**src/rtl/cfg_space_pkg.sv**
```systemverilog
package cfg_space_pkg;

  localparam int IRQ_W  = 4;
  localparam int ITYP_W = 2;
  localparam int DMA_W  = 3;

  localparam logic [7:0] IX_LDN   = 8'h07;
  localparam logic [7:0] IX_ID    = 8'h20;
  localparam logic [7:0] IX_GLO   = 8'h21;
  localparam logic [7:0] IX_REV   = 8'h27;
  localparam logic [7:0] IX_GHI   = 8'h2A;
  localparam logic [7:0] IX_ACT   = 8'h30;
  localparam logic [7:0] IX_B0H   = 8'h60;
  localparam logic [7:0] IX_B0L   = 8'h61;
  localparam logic [7:0] IX_B1H   = 8'h62;
  localparam logic [7:0] IX_B1L   = 8'h63;
  localparam logic [7:0] IX_IRQ   = 8'h70;
  localparam logic [7:0] IX_ITYP  = 8'h71;
  localparam logic [7:0] IX_DMA0  = 8'h74;
  localparam logic [7:0] IX_DMA1  = 8'h75;

  localparam int GCFG_N = int'(IX_GHI) - int'(IX_GLO) + 1;

  typedef struct packed {
    logic              act;
    logic [15:0]       base0;
    logic [15:0]       base1;
    logic [IRQ_W-1:0]  irq_num;
    logic              wake;
    logic [ITYP_W-1:0] irq_type;
    logic [DMA_W-1:0]  dma0;
    logic [DMA_W-1:0]  dma1;
  } dev_cfg_t;

endpackage

```
**src/rtl/cfg_global_regs.sv**
```systemverilog
module cfg_global_regs
  import cfg_space_pkg::*;
#(
  parameter logic [7:0] CHIP_ID  = 8'hE9,
  parameter logic [7:0] CHIP_REV = 8'h01
) (
  input  logic       clk,
  input  logic       rst_n,
  input  logic       we,
  input  logic [7:0] idx,
  input  logic [7:0] wdata,
  output logic [7:0] ldn,
  output logic [7:0] rdata,
  output logic       hit
);

  logic [7:0] ldn_q;
  logic [7:0] gcfg_q [GCFG_N];
  logic       in_gcfg;
  logic [7:0] goff;

  assign goff    = idx - IX_GLO;
  assign in_gcfg = (idx >= IX_GLO) && (idx <= IX_GHI) && (idx != IX_REV);

  always_ff @(posedge clk) begin
    if (!rst_n) begin
      ldn_q <= '0;
      for (int i = 0; i < GCFG_N; i++) gcfg_q[i] <= '0;
    end else if (we) begin
      if (idx == IX_LDN) ldn_q <= wdata;
      for (int i = 0; i < GCFG_N; i++)
        if (in_gcfg && goff == 8'(i)) gcfg_q[i] <= wdata;
    end
  end

  always_comb begin
    hit   = 1'b1;
    rdata = '0;
    if (idx == IX_LDN)      rdata = ldn_q;
    else if (idx == IX_ID)  rdata = CHIP_ID;
    else if (idx == IX_REV) rdata = CHIP_REV;
    else if (in_gcfg) begin
      for (int i = 0; i < GCFG_N; i++)
        if (goff == 8'(i)) rdata = gcfg_q[i];
    end else hit = 1'b0;
  end

  assign ldn = ldn_q;

endmodule

```
**src/rtl/cfg_dev_bank.sv**
```systemverilog
module cfg_dev_bank
  import cfg_space_pkg::*;
#(
  parameter bit HAS_D1 = 1'b0
) (
  input  logic       clk,
  input  logic       rst_n,
  input  logic       we,
  input  logic [7:0] idx,
  input  logic [7:0] wdata,
  output dev_cfg_t   cfg,
  output logic [7:0] rdata
);

  dev_cfg_t q;

  always_ff @(posedge clk) begin
    if (!rst_n) begin
      q <= '0;
    end else if (we) begin
      case (idx)
        IX_ACT:  q.act         <= wdata[0];
        IX_B0H:  q.base0[15:8] <= wdata;
        IX_B0L:  q.base0[7:0]  <= wdata;
        IX_B1H:  if (HAS_D1) q.base1[15:8] <= wdata;
        IX_B1L:  if (HAS_D1) q.base1[7:0]  <= wdata;
        IX_IRQ: begin
          q.irq_num <= wdata[IRQ_W-1:0];
          q.wake    <= wdata[IRQ_W];
        end
        IX_ITYP: q.irq_type <= wdata[ITYP_W-1:0];
        IX_DMA0: q.dma0     <= wdata[DMA_W-1:0];
        IX_DMA1: q.dma1     <= wdata[DMA_W-1:0];
        default: ;
      endcase
    end
  end

  always_comb begin
    rdata = '0;
    case (idx)
      IX_ACT:  rdata = {7'b0, q.act};
      IX_B0H:  rdata = q.base0[15:8];
      IX_B0L:  rdata = q.base0[7:0];
      IX_B1H:  rdata = HAS_D1 ? q.base1[15:8] : 8'h00;
      IX_B1L:  rdata = HAS_D1 ? q.base1[7:0]  : 8'h00;
      IX_IRQ:  rdata = {3'b0, q.wake, q.irq_num};
      IX_ITYP: rdata = {6'b0, q.irq_type};
      IX_DMA0: rdata = {5'b0, q.dma0};
      IX_DMA1: rdata = {5'b0, q.dma1};
      default: rdata = '0;
    endcase
  end

  assign cfg = q;

endmodule

```
**src/rtl/cfg_io_decode.sv**
```systemverilog
module cfg_io_decode
  import cfg_space_pkg::*;
#(
  parameter int              NDEV    = 8,
  parameter int              RANGE   = 8,
  parameter logic [NDEV-1:0] D1_MASK = '0
) (
  input  logic [15:0]     io_addr,
  input  dev_cfg_t        cfg [NDEV],
  output logic [NDEV-1:0] hit
);

  localparam logic [16:0] SPAN = 17'(RANGE);

  logic [NDEV-1:0] raw;

  for (genvar i = 0; i < NDEV; i++) begin : g_rng
    logic in0;
    logic in1;
    assign in0 = ({1'b0, io_addr} >= {1'b0, cfg[i].base0}) &&
                 ({1'b0, io_addr} <  ({1'b0, cfg[i].base0} + SPAN));
    if (D1_MASK[i]) begin : g_d1
      assign in1 = ({1'b0, io_addr} >= {1'b0, cfg[i].base1}) &&
                   ({1'b0, io_addr} <  ({1'b0, cfg[i].base1} + SPAN));
    end else begin : g_nod1
      assign in1 = 1'b0;
    end
    assign raw[i] = cfg[i].act && (in0 || in1);
  end

  always_comb begin
    logic found;
    found = 1'b0;
    hit   = '0;
    for (int i = 0; i < NDEV; i++) begin
      if (raw[i] && !found) begin
        hit[i] = 1'b1;
        found  = 1'b1;
      end
    end
  end

endmodule

```
**src/rtl/cfg_bank_space.sv**
```systemverilog
module cfg_bank_space
  import cfg_space_pkg::*;
#(
  parameter int              NDEV     = 8,
  parameter int              RANGE    = 8,
  parameter logic [NDEV-1:0] D1_MASK  = NDEV'(6),
  parameter logic [7:0]      CHIP_ID  = 8'hE9,
  parameter logic [7:0]      CHIP_REV = 8'h01
) (
  input  logic                   clk,
  input  logic                   rst_n,
  input  logic                   req_valid,
  output logic                   req_ready,
  input  logic                   req_write,
  input  logic                   req_is_data,
  input  logic [7:0]             req_wdata,
  output logic                   rsp_valid,
  input  logic                   rsp_ready,
  output logic [7:0]             rsp_rdata,
  input  logic [15:0]            io_addr,
  output logic [NDEV-1:0]        dev_hit,
  output logic [NDEV*IRQ_W-1:0]  dev_irq_num,
  output logic [NDEV-1:0]        dev_irq_wake,
  output logic [NDEV*ITYP_W-1:0] dev_irq_type,
  output logic [NDEV*DMA_W-1:0]  dev_dma0,
  output logic [NDEV*DMA_W-1:0]  dev_dma1
);

  localparam int SEL_W = (NDEV > 1) ? $clog2(NDEV) : 1;

  logic            fire;
  logic            wr_data;
  logic [7:0]      idx_q;
  logic [7:0]      ldn;
  logic [7:0]      glb_rd;
  logic            glb_hit;
  logic [7:0]      bank_rd [NDEV];
  dev_cfg_t        bank_cfg [NDEV];
  logic [NDEV-1:0] act_vec;
  logic            sel_ok;
  logic [7:0]      data_rd;
  logic [7:0]      rd_byte;
  logic            rsp_v_q;
  logic [7:0]      rsp_d_q;

  assign req_ready = !rsp_v_q;
  assign fire      = req_valid && req_ready;
  assign wr_data   = fire && req_write && req_is_data;
  assign sel_ok    = ldn < 8'(NDEV);

  always_ff @(posedge clk) begin
    if (!rst_n) idx_q <= '0;
    else if (fire && req_write && !req_is_data) idx_q <= req_wdata;
  end

  cfg_global_regs #(.CHIP_ID(CHIP_ID), .CHIP_REV(CHIP_REV)) u_glb (
    .clk   (clk),
    .rst_n (rst_n),
    .we    (wr_data),
    .idx   (idx_q),
    .wdata (req_wdata),
    .ldn   (ldn),
    .rdata (glb_rd),
    .hit   (glb_hit)
  );

  for (genvar i = 0; i < NDEV; i++) begin : g_dev
    cfg_dev_bank #(.HAS_D1(D1_MASK[i])) u_bank (
      .clk   (clk),
      .rst_n (rst_n),
      .we    (wr_data && (ldn == 8'(i))),
      .idx   (idx_q),
      .wdata (req_wdata),
      .cfg   (bank_cfg[i]),
      .rdata (bank_rd[i])
    );
    assign act_vec[i] = bank_cfg[i].act;
    assign dev_irq_num[i*IRQ_W +: IRQ_W]    = act_vec[i] ? bank_cfg[i].irq_num  : '0;
    assign dev_irq_wake[i]                  = act_vec[i] && bank_cfg[i].wake;
    assign dev_irq_type[i*ITYP_W +: ITYP_W] = act_vec[i] ? bank_cfg[i].irq_type : '0;
    assign dev_dma0[i*DMA_W +: DMA_W]       = act_vec[i] ? bank_cfg[i].dma0     : '0;
    assign dev_dma1[i*DMA_W +: DMA_W]       = act_vec[i] ? bank_cfg[i].dma1     : '0;
  end

  cfg_io_decode #(.NDEV(NDEV), .RANGE(RANGE), .D1_MASK(D1_MASK)) u_dec (
    .io_addr (io_addr),
    .cfg     (bank_cfg),
    .hit     (dev_hit)
  );

  always_comb begin
    data_rd = '0;
    if (glb_hit) data_rd = glb_rd;
    else if (idx_q >= IX_ACT && sel_ok) data_rd = bank_rd[ldn[SEL_W-1:0]];
  end

  assign rd_byte = req_is_data ? data_rd : idx_q;

  always_ff @(posedge clk) begin
    if (!rst_n) begin
      rsp_v_q <= 1'b0;
      rsp_d_q <= '0;
    end else if (fire && !req_write) begin
      rsp_v_q <= 1'b1;
      rsp_d_q <= rd_byte;
    end else if (rsp_v_q && rsp_ready) begin
      rsp_v_q <= 1'b0;
    end
  end

  assign rsp_valid = rsp_v_q;
  assign rsp_rdata = rsp_d_q;

endmodule

```
**config.mk**
```make
export PLATFORM = sky130hd
export DESIGN_NAME = cfg_bank_space
export DESIGN_NICKNAME = d
export VERILOG_FILES = /design/src/rtl/cfg_space_pkg.sv /design/src/rtl/cfg_global_regs.sv /design/src/rtl/cfg_dev_bank.sv /design/src/rtl/cfg_io_decode.sv /design/src/rtl/cfg_bank_space.sv
export SDC_FILE = /design/constraint.sdc
export NUM_CORES = 1
export LEC_CHECK = 0
export ABC_AREA = 0
export BUFFER_PORTS_ARGS = -buffer_cell sky130_fd_sc_hd__clkbuf_2
export CAP_MARGIN = 20
export CORE_ASPECT_RATIO = 0.75
export CORE_UTILIZATION = 60
export DETAILED_ROUTE_END_ITERATION = 10
export PLACE_DENSITY = 0.78
export REMOVE_ABC_BUFFERS = 1
export SETUP_SLACK_MARGIN = 0.2
export SYNTH_ARGS = -nofsm -noshare
export SYNTH_HDL_FRONTEND = slang
export SYNTH_HIERARCHICAL = 1
export SYNTH_SLANG_ARGS = --single-unit
```
**constraint.sdc**
```tcl
create_clock -name clk -period 4.3 [get_ports clk]
set_clock_uncertainty 0.05 [all_clocks]
set_input_delay 0.215 -clock clk [delete_from_list [all_inputs] [get_ports clk]]
set_output_delay 0.215 -clock clk [all_outputs]
set_load 0.02 [all_outputs]
```
==> metrics.csv <==
stage,metric,value,unit
sta,period_share,94.2,%
drt,drtPass1Iterations,6,
clocking,clkTransAtPathRegs,70,ps
status,status,"finished, final reports clean",
critical_path,critical_path.max_fanout,4,
critical_path,crit_path_start_kind,flip-flop,
place,post-place-cells,3990,
clocking,numCtsBuffers,39,
drt,vias,26900,
sta,max_freq,247,MHz
sta,drv_slew,0,
drt,drtIter0Drc,3206,
drt,wl_per_cell,23.8,um
finish,area_delta_synth_final,12.2,%
critical_path,cp.required,4030,ps
drt,drt-total-wl,97200,um
sta,hold_viol,0,
power,leakagePower,0.0132,uW
sta,setup_viol,0,
drt,route.detailed.drc,0,
floorplanning,ioPinCount,152,
clocking,cts_root_buf,clkbuf_16,
clocking,clock_sinks,376,
finish,drive_above_1_share,15.9,%
floorplanning,start_util,60.8,%
floorplanning,die-area,48800,sq um
drt,routed.top_layer,met5,
sta,timing.final.crit_period,4050,ps
critical_path,crit_type,flip-flop to output port,
critical_path,crit_start,g_dev[7].u_bank/cfg[33]$_SDFFE_PN0P_,
floorplanning,rows,69,
sta,whs,113,ps
clocking,cts_tree,built,
yosys,avgSynthCellArea,8.89,sq um
power,vdd_ir_drop_max,0.269,mV
drt,ant_nets,0,
sta,rsz0062_at_grt,true,
floorplanning,core_region_area,47300,sq um
floorplanning,die_w,255,um
power,powerDensity,252,nW/um^2
grt,gr-total-overflow,0,
drt,wl_met3,10900,um
place,portBuffers,151,
place,gp_congestion,0.985,
yosys,synth.cell_area,28700,sq um
hold_path,min-delay-start,rst_n,
run,cap_violations,0,
finish,post-route-util,68.2,%
clocking,htree_num_levels,2,
clocking,clock_path_buffers,3,
finish,finalNonFillerCells,4081,
critical_path,ff2ff_path_depth,8,
hold_path,min_path_type,input pin to flip-flop,
drt,vias_per_cell,6.59,
grt,antenna_found_initial,1,
yosys,synth.yosys.warnings,6,
grt,grt_pass1_vias,25300,
clocking,clk_latency,560,ps
grt,grt_pass1_wl,146000,um
critical_path,endpoint_kind,output port,
drt,wl_met2,41100,um
critical_path,crit_arrival,3790,ps
yosys,syn_inst,3234,
place,post-dp-hpwl,68700,um
drt,drt-met1-wl,40500,um
grt,grt.total_usage,38.8,%
sta,tightest_slew,1210,ps
floorplanning,die_h,192,um
hold_path,holdPathStages,3,
sta,slew_headroom,19.3,%
critical_path,reg2reg_from,idx_q[0]$_SDFFE_PN0P_,
grt,grt_max_degree,122,
finish,fin_nets,3744,
-- power breakdown --
| group | switching [uW] | leakage [uW] | internal, uW | total [uW] |
|---|---|---|---|---|
| registers | 47.6 | 0.00322 | 3630 | 3670 |
| logic | 621 | 0.00932 | 304 | 925 |
| clock network | 1530 | 0.000619 | 2000 | 3530 |
| total | 2200 | 0.0132 | 5930 | 8120 |
-- state kept, by name, summed over array words and instances, names as in the netlist --
register / flops
u_glb/gcfg_q: 79
rsp_valid: 1
rsp_rdata: 8
g_dev.u_bank/cfg: 272
idx_q: 8
u_glb/ldn: 8
-- critical path, stage by stage, from the launching register on --
cell	delay [ps]
dfxtp_1	400
inv_1	120
nor3_4	320
nand3_4	140
xnor2_2	170
ha_1	320
and4_4	200
a2111oi_4	330
o211ai_1	160
o21a_1	200
a211oi_2	190
o21a_1	140
o211ai_1	120
nor4b_4	230
buf_4	180
-- cell usage in the layout, fill, tap and decap left out, types with 25 or more instances in the layout --
cell type,n
ha_1,301
xnor2_1,109
o21ai_0,115
a211oi_1,26
nor2_1,90
nand4_1,68
nand3_1,182
nand2b_1,31
inv_1,175
a21o_1,25
a22oi_1,42
edfxtp_1,79
mux2_2,61
a21oi_1,89
clkbuf_2,145
dfxtp_1,263
buf_4,101
o211ai_1,41
mux2i_1,274
and2_1,192
dfxtp_2,26
nand2_1,374
nor3_1,41
nor2b_1,91
clkbuf_16,39
-- final cells by class --
| type | instances | area, sq um |
|---|---|---|
| multi-input cells | 2559 | 19500 |
| fillers | 3808 | 15100 |
| flip-flops and latches | 376 | 8380 |
| repair buffers | 253 | 1580 |
| clock buffers | 44 | 1000 |
| well taps | 639 | 800 |
| inverters | 183 | 689 |
| clock inverters | 26 | 280 |
| diodes | 1 | 2.50 |
-- per-layer routing --
layer	vias up	global-route usage, %
met2	1633	58.5
met3	295	7.97
met1	12800	53.4
met4	2	17.1
met5	-	0
li1	12100	-
-- worst paths after layout --
kind	endpoint	slack, ps
min	g_dev[0].u_bank/cfg[0]$_SDFFE_PN0P_	110
min reg2reg	g_dev[4].u_bank/cfg[4]$_SDFFE_PN0P_	420
max	dev_hit[7]	250
max reg2reg	rsp_rdata[3]$_SDFFE_PN0P_	760
-- what timing repair did --
item,4_1_cts,5_1_grt
pin swaps,9,32
hold buffers,2,0
hold endpoints to repair,1,0
setup buffers,7,11
setup endpoints to repair,5,7
resized for setup,40,75
-- stage by stage --
stage                     worst slack, ps  cell area, sq um  power (uW)  TNS (ps)
after floorplan                     -1490             28200        4210   -188260
after global placement                373             30400        4590         0
after detailed placement              187             30400        4630         0
after CTS                             179             31900        8110         0
after global routing                  107             32200        8340         0
final                                 248             32200        8120         0
Power figures use the tool's default switching activity.
